<file path="src/rtl/pin_mode_pkg.sv">
package pin_mode_pkg;

  typedef enum logic [1:0] {
    MODE_DIRECT   = 2'd0,
    MODE_SERIAL   = 2'd1,
    MODE_PARALLEL = 2'd2,
    MODE_NIBBLE   = 2'd3
  } pinMode_e;

  // Strobes from control to datapath, valid for one clock each
  typedef struct packed {
    logic clearAll;   // mode changed: drop partial state
    logic writeOut;   // load output register
    logic loadShift;  // load serial word, restart transfer
    logic doShift;    // advance serial shifter by one bit
    logic capWord;    // store parallel word
    logic capLowNib;  // store first nibble of a pair
    logic capByte;    // assemble byte from stored and current nibble
  } ctrlStrobe_t;

endpackage

</file>
<file path="src/rtl/pin_mode_sync.sv">
module pin_mode_sync #(
  parameter int WIDTH  = 17,
  parameter int STAGES = 2
) (
  input  logic             clk,
  input  logic             rstN,
  input  logic [WIDTH-1:0] din,
  output logic [WIDTH-1:0] dout
);

  logic [WIDTH-1:0] stageQ [STAGES];

  genvar s;
  generate
    for (s = 0; s < STAGES; s++) begin : g_stage
      always_ff @(posedge clk) begin
        if (!rstN) begin
          stageQ[s] <= '0;
        end else begin
          if (s == 0) stageQ[s] <= din;
          else        stageQ[s] <= stageQ[(s == 0) ? 0 : s-1];
        end
      end
    end
  endgenerate

  assign dout = stageQ[STAGES-1];

endmodule

</file>
<file path="src/rtl/pin_mode_ctrl.sv">
module pin_mode_ctrl
  import pin_mode_pkg::*;
#(
  parameter int SHIFT_W = 28
) (
  input  logic        clk,
  input  logic        rstN,
  input  pinMode_e    modeSel,
  input  logic        wrEn,
  input  logic        rdEn,
  input  logic        capEdge,
  output pinMode_e    modeQ,
  output ctrlStrobe_t strobe,
  output logic        valid
);

  localparam int CNT_W = $clog2(SHIFT_W);
  localparam logic [CNT_W-1:0] LAST_BIT = CNT_W'(SHIFT_W - 1);

  logic             modeChg;
  logic             busyQ;
  logic             halfQ;
  logic [CNT_W-1:0] bitCntQ;
  logic             lastBit;
  logic             setValid;

  assign modeChg = (modeSel != modeQ);

  always_comb begin
    strobe          = '0;
    strobe.clearAll = modeChg;
    strobe.writeOut = wrEn && (modeQ != MODE_SERIAL);
    if (!modeChg) begin
      strobe.loadShift = wrEn && (modeQ == MODE_SERIAL);
      strobe.doShift   = busyQ && !strobe.loadShift;
      strobe.capWord   = capEdge && (modeQ == MODE_PARALLEL);
      strobe.capLowNib = capEdge && (modeQ == MODE_NIBBLE) && !halfQ;
      strobe.capByte   = capEdge && (modeQ == MODE_NIBBLE) && halfQ;
    end
  end

  assign lastBit  = strobe.doShift && (bitCntQ == LAST_BIT);
  assign setValid = lastBit || strobe.capWord || strobe.capByte;

  always_ff @(posedge clk) begin
    if (!rstN) begin
      modeQ   <= MODE_DIRECT;
      busyQ   <= 1'b0;
      halfQ   <= 1'b0;
      bitCntQ <= '0;
      valid   <= 1'b0;
    end else begin
      modeQ <= modeSel;
      if (strobe.clearAll) begin
        busyQ   <= 1'b0;
        halfQ   <= 1'b0;
        bitCntQ <= '0;
        valid   <= 1'b0;
      end else begin
        if (strobe.loadShift) begin
          busyQ   <= 1'b1;
          bitCntQ <= '0;
        end else if (strobe.doShift) begin
          bitCntQ <= bitCntQ + CNT_W'(1);
          if (lastBit) busyQ <= 1'b0;
        end
        if (strobe.capLowNib)    halfQ <= 1'b1;
        else if (strobe.capByte) halfQ <= 1'b0;
        if (setValid)                      valid <= 1'b1;
        else if (strobe.loadShift || rdEn) valid <= 1'b0;
      end
    end
  end

endmodule

</file>
<file path="src/rtl/pin_mode_datapath.sv">
module pin_mode_datapath
  import pin_mode_pkg::*;
#(
  parameter int OUT_W       = 16,
  parameter int IN_W        = 17,
  parameter int SHIFT_W     = 28,
  parameter int PAR_W       = 16,
  parameter int NIB_W       = 4,
  parameter int DATA_W      = 32,
  parameter int SYNC_STAGES = 2
) (
  input  logic               clk,
  input  logic               rstN,
  input  pinMode_e           modeQ,
  input  ctrlStrobe_t        strobe,
  input  logic [SHIFT_W-1:0] wrData,
  input  logic [IN_W-1:0]    pinIn,
  output logic [OUT_W-1:0]   pinOut,
  output logic [DATA_W-1:0]  rdData,
  output logic               capEdge
);

  localparam int CLK_BIT = IN_W - 1;
  localparam int BYTE_W  = 2 * NIB_W;

  logic [IN_W-1:0]    pinSync;
  logic               edgePrevQ;
  logic [OUT_W-1:0]   outRegQ;
  logic [SHIFT_W-1:0] shiftQ;
  logic               sclkQ;
  logic [PAR_W-1:0]   capWordQ;
  logic [NIB_W-1:0]   lowNibQ;
  logic [BYTE_W-1:0]  byteQ;

  pin_mode_sync #(
    .WIDTH (IN_W),
    .STAGES(SYNC_STAGES)
  ) sync_i (
    .clk (clk),
    .rstN(rstN),
    .din (pinIn),
    .dout(pinSync)
  );

  assign capEdge = pinSync[CLK_BIT] && !edgePrevQ;

  always_ff @(posedge clk) begin
    if (!rstN) begin
      edgePrevQ <= 1'b0;
      outRegQ   <= '0;
      shiftQ    <= '0;
      sclkQ     <= 1'b0;
      capWordQ  <= '0;
      lowNibQ   <= '0;
      byteQ     <= '0;
    end else begin
      edgePrevQ <= pinSync[CLK_BIT];
      if (strobe.writeOut) outRegQ <= wrData[OUT_W-1:0];
      if (strobe.clearAll) begin
        shiftQ <= '0;
        sclkQ  <= 1'b0;
      end else if (strobe.loadShift) begin
        shiftQ <= wrData;
        sclkQ  <= 1'b0;
      end else if (strobe.doShift) begin
        shiftQ <= {shiftQ[SHIFT_W-2:0], pinSync[0]};
        sclkQ  <= !sclkQ;
      end
      if (strobe.capWord)   capWordQ <= pinSync[PAR_W-1:0];
      if (strobe.capLowNib) lowNibQ  <= pinSync[NIB_W-1:0];
      if (strobe.capByte)   byteQ    <= {pinSync[NIB_W-1:0], lowNibQ};
    end
  end

  always_comb begin
    pinOut = outRegQ;
    if (modeQ == MODE_SERIAL) begin
      pinOut[0] = shiftQ[SHIFT_W-1];
      pinOut[1] = sclkQ;
    end
  end

  always_comb begin
    unique case (modeQ)
      MODE_DIRECT:   rdData = DATA_W'(pinSync);
      MODE_SERIAL:   rdData = DATA_W'(shiftQ);
      MODE_PARALLEL: rdData = DATA_W'(capWordQ);
      default:       rdData = DATA_W'(byteQ);
    endcase
  end

endmodule

</file>
<file path="src/rtl/pin_mode_frontend.sv">
module pin_mode_frontend
  import pin_mode_pkg::*;
#(
  parameter int OUT_W       = 16,
  parameter int IN_W        = 17,
  parameter int SHIFT_W     = 28,
  parameter int PAR_W       = 16,
  parameter int NIB_W       = 4,
  parameter int DATA_W      = 32,
  parameter int SYNC_STAGES = 2
) (
  input  logic               clk,
  input  logic               rstN,
  input  logic [1:0]         modeSel,
  input  logic               wrEn,
  input  logic [SHIFT_W-1:0] wrData,
  input  logic               rdEn,
  output logic [DATA_W-1:0]  rdData,
  output logic               valid,
  input  logic [IN_W-1:0]    pinIn,
  output logic [OUT_W-1:0]   pinOut
);

  pinMode_e    modeQ;
  ctrlStrobe_t strobe;
  logic        capEdge;

  pin_mode_ctrl #(
    .SHIFT_W(SHIFT_W)
  ) ctrl_i (
    .clk    (clk),
    .rstN   (rstN),
    .modeSel(pinMode_e'(modeSel)),
    .wrEn   (wrEn),
    .rdEn   (rdEn),
    .capEdge(capEdge),
    .modeQ  (modeQ),
    .strobe (strobe),
    .valid  (valid)
  );

  pin_mode_datapath #(
    .OUT_W      (OUT_W),
    .IN_W       (IN_W),
    .SHIFT_W    (SHIFT_W),
    .PAR_W      (PAR_W),
    .NIB_W      (NIB_W),
    .DATA_W     (DATA_W),
    .SYNC_STAGES(SYNC_STAGES)
  ) data_i (
    .clk    (clk),
    .rstN   (rstN),
    .modeQ  (modeQ),
    .strobe (strobe),
    .wrData (wrData),
    .pinIn  (pinIn),
    .pinOut (pinOut),
    .rdData (rdData),
    .capEdge(capEdge)
  );

endmodule

</file>
<file path="config.mk">
export PLATFORM = sky130hd
export DESIGN_NAME = pin_mode_frontend
export DESIGN_NICKNAME = d
export VERILOG_FILES = /design/src/rtl/pin_mode_pkg.sv /design/src/rtl/pin_mode_sync.sv /design/src/rtl/pin_mode_ctrl.sv /design/src/rtl/pin_mode_datapath.sv /design/src/rtl/pin_mode_frontend.sv
export SDC_FILE = /design/constraint.sdc
export NUM_CORES = 1
export LEC_CHECK = 0
export ABC_AREA = 1
export ABC_CLOCK_PERIOD_IN_PS = 1710
export BUFFER_PORTS_ARGS = -buffer_cell sky130_fd_sc_hd__clkbuf_2
export CAP_MARGIN = 20
export CORE_MARGIN = 2
export CORE_UTILIZATION = 31
export DETAILED_ROUTE_END_ITERATION = 10
export PLACE_DENSITY = 0.49
export SYNTH_ARGS = -nofsm -noshare
export SYNTH_HDL_FRONTEND = slang
export SYNTH_SLANG_ARGS = --single-unit
</file>
<file path="constraint.sdc">
create_clock -name clk -period 1.71 [get_ports clk]
set_input_delay 0.0855 -clock clk [delete_from_list [all_inputs] [get_ports clk]]
set_output_delay 0.0855 -clock clk [all_outputs]
set_load 0.005 [all_outputs]
</file>
# == After elaboration in Yosys (flattened, before gate mapping) ==
# Memory sizes are Yosys's and may differ from the RTL's.
# Cells that the tools add are included.
# classes
n_addsub,1
n_eq_ne,6
mux,16
bitwise,3
reduce_logical,24
# op_table
cell,count
28-bit case mux with 3 select lines,1
28-bit two-way mux,2
17-bit two-way mux,2
1-bit logical AND,9
1-bit two-way mux,9
2-bit nonzero test,4
"5-bit by 1-bit adder with 5-bit output, second input constant",1
"5-bit equality test, second input constant",1
5-bit two-way mux,1
"2-bit equality test, second input constant",2
1-bit zero test,4
1-bit logical OR,3
3-bit OR reduction,1
"2-bit by 1-bit equality test with 1-bit output, second input constant",1
2-bit zero test,1
2-bit two-way mux,1
"2-bit by 1-bit inequality test with 1-bit output, second input constant",1
2-bit inequality test,1
1-bit OR,2
2-bit AND reduction,1
2-bit OR reduction,1
1-bit inverter,1
# word_totals
reg_bits,84
mem_bits_rw,34
in_bits,51
output_inout_bits,49
wordCells,63
mem_count,1
# mem_list
name,words,width,read_ports,rd_clocked_by_memory_dff,write_ports,line,source
data_i.sync_i.stageQ,2,17,2,0,2,pin_mode_sync.sv:11,logic [WIDTH-1:0] stageQ [STAGES];

# == Depth between registers and ports, before layout ==
# Gate-level depths: netlist of the first run.
# depth
depth_word,9
mapped_depth,11
ltp_nobuf,9

# == By module ==
# From an unflattened synthesis of the first run, not the netlist that was laid out.
# hier_totals
cells_unflattened,745
area_unflattened_um2,5193.7
# by_module_without_submodules
module,n_inst,cells_per_inst,area_each_um2,seq_area_each_um2
pin_mode_datapath,1,545,3584.7,1481.4
pin_mode_sync,1,106,977.2,680.7
pin_mode_ctrl,1,94,631.9,200.2

# == Worst setup path after synthesis of the first run ==
# OpenSTA, ideal clock, no wires.
# synth_timing
path_type,reg2reg
startpoint,register ctrl_i.modeQ[0]
endpoint,register data_i.shiftQ[22]
setup_time_ps,117
t_arrival_ps,1324
required_ps,1593
setup_slack_ps,269
stages_incl_launch_ff,11
n_path_buf,2
synth_period_minus_slack_ps,1441
path_cell_list,dfxtp_1 > buf_4 > inv_2 > nand2_1 > nand2_4 > nand2_4 > a21oi_4 > buf_6 > nor2_1 > nor2_1 > nor2_1
# synth_between
elab_chain_cells,6
word_cells_on_any_way,9
classes_between,2 x eq/ne; 2 x mux; 5 x reduce/logical
# synth_rtl
item,line,source
start: declaration,pin_mode_ctrl.sv:12,"output pinMode_e modeQ,"
start signal: assignment,pin_mode_ctrl.sv:53,modeQ <= modeSel;
2-bit by 1-bit equality test with 1-bit output,pin_mode_ctrl.sv:34,strobe.loadShift = wrEn && (modeQ == MODE_SERIAL);
1-bit logical AND,pin_mode_ctrl.sv:34,
1-bit zero test,pin_mode_ctrl.sv:35,strobe.doShift = busyQ && !strobe.loadShift;
1-bit logical AND,pin_mode_ctrl.sv:35,
5-bit two-way mux,pin_mode_ctrl.sv:33,if (!modeChg) begin
2-bit nonzero test (no line),--,
end signal: assignment,pin_mode_datapath.sv:63,shiftQ <= wrData;
end signal: assignment,pin_mode_datapath.sv:66,"shiftQ <= {shiftQ[SHIFT_W-2:0], pinSync[0]};"
end: declaration,pin_mode_datapath.sv:29,logic [SHIFT_W-1:0] shiftQ;
# Several ways; a longest one is shown, not always the timed one.
# A chain may end at the register's enable or synchronous reset.

# == Worst setup path after layout of the first run ==
# layout_timing
startpoint,register ctrl_i.modeQ[1]
endpoint,output port rdData[16]
# layout_between
elab_chain_cells,2
word_cells_on_any_way,4
classes_between,2 x eq/ne; 1 x mux; 1 x reduce/logical
# layout_rtl
item,line,source
2-bit equality test (tied with other cells),pin_mode_datapath.sv:84,unique case (modeQ)
28-bit case mux with 3 select lines *,pin_mode_datapath.sv:84,
end: declaration,pin_mode_frontend.sv:18,"output logic [DATA_W-1:0] rdData,"
# Every way passes the cells marked *; elsewhere a longest branch is shown, timed or not.

==> flow_summary.yaml, run 1 <==
detailed_routing:
  drtPass1Iterations: 5
  antenna_left: 0
  drt_iter0_drc: 269
  finalWirelength_mm: 13.78
  detail_route.drc_violations: 0
  route.detailed.vias_per_inst: 4.313
  routedWlPerCell_um: 12.69
  vias: 4684
grt:
  grt_pass1_wl_mm: 22.39
  grt_antenna_before_repair: 0
  grt_overflow_total: 0
  grt_max_degree: 45
  vias_in_the_first_global_route: 4392
  gr-usage-all-layers: 0.1616
floorplan:
  floorplan.initialDensity: 0.3199
  dieHeight_um: 132.5
  row_count: 46
  chipWidth_um: 132.5
  ioPinCount: 100
  total_die_area_mm2: 0.01756
  core_area_mm2: 0.01600
clock_tree:
  clk_root_buffer_cell: "sky130_fd_sc_hd__clkbuf_16"
  number_of_buffers_added_by_the_clock_tree_synthesis_step: 17
  cts.htree.levels: 4
  clk_latency_ps: 420
  clock_sinks: 118
  tritoncts: "built"
  clk_slew_on_worst_s_h_paths_ps: 50
  cts-root-to-sink-buffers: 2
synth:
  ys_ff_latch: 118
  ys_async_sr_fraction: 0
  synth_seq_area_share: 0.4615
  synthesis.area_mm2: 0.005119
  synth.distinct_cells: 29
  top_cells_by_area_in_the_synthesized_netlist: "sky130_fd_sc_hd__dfxtp_1 46%, sky130_fd_sc_hd__nand2_1 13%, sky130_fd_sc_hd__nor2_1 7.8%"
  netlist.area_leader.share: 0.4615
  yosysWarningCount: 0
  synth_edf_count: 0
  yosysTopAreaCell: "sky130_fd_sc_hd__dfxtp_1"
  post_synth_inst_count: 722
  ys.flop_type: "sky130_fd_sc_hd__dfxtp_1"
  synth_area_per_cell_um2: 7.090
timing:
  worst_clk_skew_ps: 9.277
  finalSetupViolCount: 0
  final.setup.worst_slack_ps: 71.49
  rsz0062_at_grt: "yes"
  final.hold.worst_slack_ps: 24.60
  highest_clock_frequency_the_design_can_meet_mhz: 610.3
  final.min_clock_period_ps: 1639
  finalMaxSlewViolations: 0
  hold_violations_final: 0
  final_min_period_over_clock_period: 0.9582
pwr:
  total_leakage_power_nw: 3.364
  power.internal_mw: 5.501
  comb_power_share: 0.077
  power.share.sequential: 0.406
  switching_share: 0.2214
  ir_worst_vdd_v: 0.0007313
  total_switching_power_mw: 1.564
  power_density_mw_per_mm2: 1010
  p_clk_frac: 0.517
setup_path:
  worstSetupPathType: "reg2out"
  critPathRequiredTime_ps: 1620
  worst-endpoint-arrival_ps: 1550
  timing.critical_path.from_type: "flop"
  cp_max_fo: 6
  nature_of_the_critical_path_endpoint: "output pin"
cells_and_area:
  flow.area_growth_from_synthesis_pct: 36.69
  final_layout_fill_cell_count: 1677
  design.final.nets: 910
  antenna-diode-count: 0
  finalNonFillerCells: 1086
  fin_util: 0.4373
  post_route_cells_drive_above_1_share: 0.2069
min_path:
  min_path_type: "in2reg"
place:
  pre_cts_slack_ps: 66.91
  final_hpwl_from_detailed_placement_mm: 9.180
  gpl.final_weighted_congestion: 0.8022
  dpl.cell_count: 1005
  placement.io_buffers: 95
flow_run:
  max-cap-violations: 0
run_status:
  outcome: "complete, no violations"
-- cell type report --
| cell class | instances | area (um2) | share of cell area |
|---|---|---|---|
| Clock buffer | 22 | 484.2 | 0.06921 |
| Clock inverter | 9 | 123.9 | 0.01770 |
| Inverter | 104 | 392.9 | 0.05615 |
| Sequential cell | 118 | 2367 | 0.3383 |
| Timing Repair Buffer | 166 | 1204 | 0.1720 |
| Multi-Input combinational cell | 451 | 2155 | 0.3079 |
| Tap cell | 216 | 270.3 | 0.03863 |
-- layout by cell type, fill, tap and decap left out, types with 2 or more instances in the layout --
cell type,count
sky130_fd_sc_hd__a21oi_1,41
sky130_fd_sc_hd__buf_12,5
sky130_fd_sc_hd__buf_4,14
sky130_fd_sc_hd__buf_6,2
sky130_fd_sc_hd__bufinv_16,3
sky130_fd_sc_hd__clkbuf_16,17
sky130_fd_sc_hd__clkbuf_2,94
sky130_fd_sc_hd__clkbuf_8,4
sky130_fd_sc_hd__clkinv_2,5
sky130_fd_sc_hd__conb_1,4
sky130_fd_sc_hd__dfxtp_1,116
sky130_fd_sc_hd__dlygate4sd3_1,50
sky130_fd_sc_hd__inv_1,99
sky130_fd_sc_hd__inv_2,4
sky130_fd_sc_hd__nand2_1,181
sky130_fd_sc_hd__nand2_2,2
sky130_fd_sc_hd__nand2_4,3
sky130_fd_sc_hd__nand3_1,18
sky130_fd_sc_hd__nand3_2,6
sky130_fd_sc_hd__nand3_4,2
sky130_fd_sc_hd__nand4_1,16
sky130_fd_sc_hd__nor2_1,105
sky130_fd_sc_hd__nor2_2,2
sky130_fd_sc_hd__nor2_4,2
sky130_fd_sc_hd__o2111ai_2,7
sky130_fd_sc_hd__o211ai_1,7
sky130_fd_sc_hd__o21ai_0,47
-- synthesized netlist by cell type, drive strengths merged, types with 7 or more instances --
| cell type | instances |
|---|---|
| nand2 | 186 |
| dfxtp | 118 |
| nor2 | 109 |
| inv | 104 |
| o21ai | 49 |
| a21oi | 42 |
| buf | 36 |
| nand3 | 26 |
| clkbuf | 16 |
| nand4 | 16 |
| o2111ai | 8 |
| o211ai | 7 |
-- stage by stage --
stage                     area [um2]  TNS, ps  power (mW)
after floorplan                 5130        0       3.188
after global placement          5787        0       3.366
after global routing            6997   -78.73       7.317
final                           6997        0       7.065
after detailed placement        5787        0       3.364
after CTS                       6974        0       7.149
-- worst max-delay path, stage by stage, from the launching register on --
cell                       delay [ps]
sky130_fd_sc_hd__dfxtp_2          350
sky130_fd_sc_hd__inv_4            100
sky130_fd_sc_hd__nand2_2           80
sky130_fd_sc_hd__buf_4            170
sky130_fd_sc_hd__o21ai_0          250
sky130_fd_sc_hd__clkbuf_2         170
-- sequential cells by signal, summed over array words and instances, names as in the netlist --
name	flops
data_i.sync_i.stageQ	34
data_i.shiftQ	28
data_i.capWordQ	16
data_i.outRegQ	16
data_i.byteQ	8
ctrl_i.bitCntQ	5
data_i.lowNibQ	4
ctrl_i.modeQ	2
ctrl_i.busyQ	1
ctrl_i.halfQ	1
ctrl_i.valid	1
data_i.edgePrevQ	1
data_i.sclkQ	1
-- per-layer routing --
| layer | track usage | part of all wire |
|---|---|---|
| met5 | 0 | 0 |
| met1 | 0.2152 | 0.50 |
| met2 | 0.2476 | 0.44 |
| met3 | 0.04138 | 0.046 |
| met4 | 0.06930 | 0.020 |
-- repair_timing --
item / in CTS / in global routing
hold endpoints to repair: 49 / 0
setup buffers: 1 / 0
gates resized for setup: 18 / 6
endpoints found under the setup margin: 28 / 13
pin swaps: 1 / 1
hold buffers: 50 / 0
-- path summary, 6_finish.rpt --
kind / start / depth (start not counted) / slack [ps] / endpoint
setup / recovery: ctrl_i.modeQ[1] / 5 / 70 / rdData[16]
hold reg to reg: data_i.sync_i.stageQ[0][15] / 2 / 410 / data_i.sync_i.stageQ[1][15]
hold / removal: wrEn / 3 / 20 / ctrl_i.busyQ
setup reg to reg: ctrl_i.modeQ[1] / 11 / 180 / ctrl_i.valid
-- power by group through the flow --
stage / logic, mW / registers [mW] / clock network (mW)
floorplan: 0.281 / 2.91 / 0
detailed placement: 0.444 / 2.92 / 0
global placement: 0.445 / 2.92 / 0
finish: 0.546 / 2.87 / 3.65
CTS: 0.543 / 2.86 / 3.74
global route: 0.603 / 2.87 / 3.84
-- cell families (layout without fill, tap and decap cells) --
kind of cell / count (synthesis) / in the layout / synth area share
AO/OA/AOI/OAI: 106 / 106 / 0.1159
XOR/XNOR: 2 / 2 / 0.003423
adder cells (fa/ha/maj): 1 / 1 / 0.002444
buffers and inverters: 156 / 301 / 0.1342
flip-flops: 118 / 118 / 0.4615
other: 1 / 4 / 0.0007326
AND/OR/NAND/NOR: 338 / 338 / 0.2818
(Power assumes the default switching activity.)
==> run 2: changes to the inputs <==
- ABC_CLOCK_PERIOD_IN_PS: 1710 -> 1860
- REMOVE_ABC_BUFFERS: unset -> 1
- clock period: 1.71 -> 1.86 ns (I/O delays scaled with it)
==> run 2 against run 1 <==
Compared with the run above: utilization shrank 0.70 points; worst setup slack gained 9.2 ps; die area is the same; cell count shrank 0.55%; via count shrank 1.2%; clock power shrank 2%; sequential power shrank 8.4%; clock skew shrank 3.3 ps; worst hold slack gained 5.5 ps; total power shrank 5.5%; highest routed layer unchanged.
==> flow_summary.yaml, run 2 (synthesis results as in run 1) <==
run_status:
  outcome: "complete, no violations"
place:
  pre_cts_slack_ps: 198.3
  gpl.final_weighted_congestion: 0.7537
  placement.io_buffers: 95
  final_hpwl_from_detailed_placement_mm: 9.122
cells_and_area:
  reg_top3: "data_i.sync_i.stageQ: 34 flops, data_i.shiftQ: 28 flops"
  mostFrequentLayoutCells: "182 x sky130_fd_sc_hd__nand2_1, 116 x sky130_fd_sc_hd__dfxtp_1, 105 x sky130_fd_sc_hd__nor2_1"
  antenna-diode-count: 0
  layout.cells.most_common: "sky130_fd_sc_hd__nand2_1"
  post_route_cells_drive_above_1_share: 0.1991
  registers.top_by_ff_count: "data_i.sync_i.stageQ"
  largest_register_ffs: 34
  design.final.nets: 903
  flow.area_growth_from_synthesis_pct: 34.51
min_path:
  min_delay_path_depth: 5
  min_path_type: "in2reg"
detailed_routing:
  drtPass1Iterations: 5
  drt_iter0_drc: 235
  routedWlPerCell_um: 12.45
  antenna_left: 0
  finalWirelength_mm: 13.45
  vias: 4630
  route.detailed.vias_per_inst: 4.287
  detail_route.drc_violations: 0
grt:
  grt_pass1_wl_mm: 22.27
  grt_max_degree: 35
  vias_in_the_first_global_route: 4420
  grt_antenna_before_repair: 0
  grt_overflow_total: 0
  gr-usage-all-layers: 0.1595
clock_tree:
  clock_sinks: 118
  cts_setup_buffers: 0
  clk_slew_on_worst_s_h_paths_ps: 50
  cts-root-to-sink-buffers: 2
  tritoncts: "built"
  clk_root_buffer_cell: "sky130_fd_sc_hd__clkbuf_16"
  clk_latency_ps: 420
  cts.htree.levels: 4
  number_of_buffers_added_by_the_clock_tree_synthesis_step: 17
timing:
  finalSetupViolCount: 0
  setup_tns_ps: 0
  slew_headroom: 0.4936
  worst_slew_pin_slew_ps: 759.5
  rsz0062_at_grt: "no"
  final.setup.worst_slack_ps: 80.67
  highest_clock_frequency_the_design_can_meet_mhz: 562.0
  final_min_period_over_clock_period: 0.9566
  finalMaxSlewViolations: 0
  worst_clk_skew_ps: 6.027
  hold_violations_final: 0
  final.min_clock_period_ps: 1779
setup_path:
  worst-endpoint-arrival_ps: 1690
  setup_slack_on_the_worst_flop_to_flop_path_ps: 280
  startpoint: "ctrl_i.modeQ[0]"
  timing.critical_path.from_type: "flop"
  critPathRequiredTime_ps: 1770
  worstSetupPathType: "reg2out"
  source_of_the_worst_register_to_register_timing_path: "ctrl_i.modeQ[1]"
  critical_path.reg2reg.endpoint: "data_i.shiftQ[24]"
  nature_of_the_critical_path_endpoint: "output pin"
  cell_count_of_the_worst_reg_to_reg_path: 9
  cp_max_fo: 15
  critPathCapture: "rdData[3]"
pwr:
  ir_worst_vdd_v: 0.0006109
  power_density_mw_per_mm2: 970.1
  total_leakage_power_nw: 3.295
floorplan:
  row_count: 46
  dieHeight_um: 132.5
  core_area_mm2: 0.01600
  ioPinCount: 100
  floorplan.initialDensity: 0.3199
  chipWidth_um: 132.5
  total_die_area_mm2: 0.01756
flow_run:
  max-cap-violations: 0
-- run 2: cell count changes in the layout (fill, tap and decap cells not counted), moves of 2 or more --
cell / previous run / this run
sky130_fd_sc_hd__clkinvlp_4: 0 / 4
sky130_fd_sc_hd__clkinv_2: 5 / 2
sky130_fd_sc_hd__bufinv_16: 3 / 5
sky130_fd_sc_hd__o2111ai_2: 7 / 4
sky130_fd_sc_hd__clkbuf_8: 4 / 1
sky130_fd_sc_hd__dlygate4sd3_1: 50 / 46
sky130_fd_sc_hd__o2111ai_1: 0 / 4
sky130_fd_sc_hd__buf_6: 2 / 0
sky130_fd_sc_hd__buf_12: 5 / 2
sky130_fd_sc_hd__buf_4: 14 / 16
-- run 2: worst min path at each step --
stage	from	end	slack [ps]
floorplan	modeSel[0]	ctrl_i.modeQ[0]	190
global placement	pinIn[7]	data_i.sync_i.stageQ[0][7]	280
detailed placement	pinIn[14]	data_i.sync_i.stageQ[0][14]	280
CTS	wrData[24]	data_i.shiftQ[24]	20
global route	wrEn	ctrl_i.busyQ	50
finish	wrData[24]	data_i.shiftQ[24]	30
-- run 2: power breakdown --
group | internal [mW] | total (mW) | switching, mW
registers | 2.60 | 2.63 | 0.0350
logic | 0.206 | 0.467 | 0.262
clock network | 2.41 | 3.58 | 1.17
total | 5.21 | 6.68 | 1.47
-- run 2: repair_timing --
item	4_1_cts	5_1_grt
pin swaps	0	1
endpoints found under the hold margin	46	0
hold buffers	46	0
gates resized for setup	5	6
endpoints found under the setup margin	15	16
-- run 2: final cells by class --
type | count | area, um2
fill | 1711 | 9115
sequential | 118 | 2367
multi-input combinational | 451 | 2108
timing repair buffer | 159 | 1096
clock buffer | 20 | 446.7
inverter | 104 | 396.6
tap | 216 | 270.3
clock inverter | 12 | 200.2
-- run 2: critical path: stages, from the launching register on --
cell and delay, ps:
sky130_fd_sc_hd__dfxtp_4 380, sky130_fd_sc_hd__buf_4 150, sky130_fd_sc_hd__nand2_1 90, sky130_fd_sc_hd__buf_4 220, sky130_fd_sc_hd__o2111ai_1 260, sky130_fd_sc_hd__clkbuf_2 170
-- run 2: per-layer routing --
| metal | share of wire | track usage | wire, um |
|---|---|---|---|
| met5 | 0 | 0 | 0 |
| met1 | 0.50 | 0.2101 | 6732 |
| met2 | 0.43 | 0.2490 | 5846 |
| met3 | 0.052 | 0.04444 | 696 |
| met4 | 0.013 | 0.05974 | 174 |
-- run 2: through the flow --
step	utilization	area, um2	cells	hold WS [ps]	total power [mW]
floorplan	-	4833	673	186.5	2.860
global placement	0.3587	5739	1002	276.1	3.079
detailed placement	0.3587	5739	1002	277.6	3.077
CTS	0.4295	6873	1080	18.08	6.768
global route	0.4303	6885	1080	51.63	6.939
finish	0.4303	6885	1080	30.06	6.680
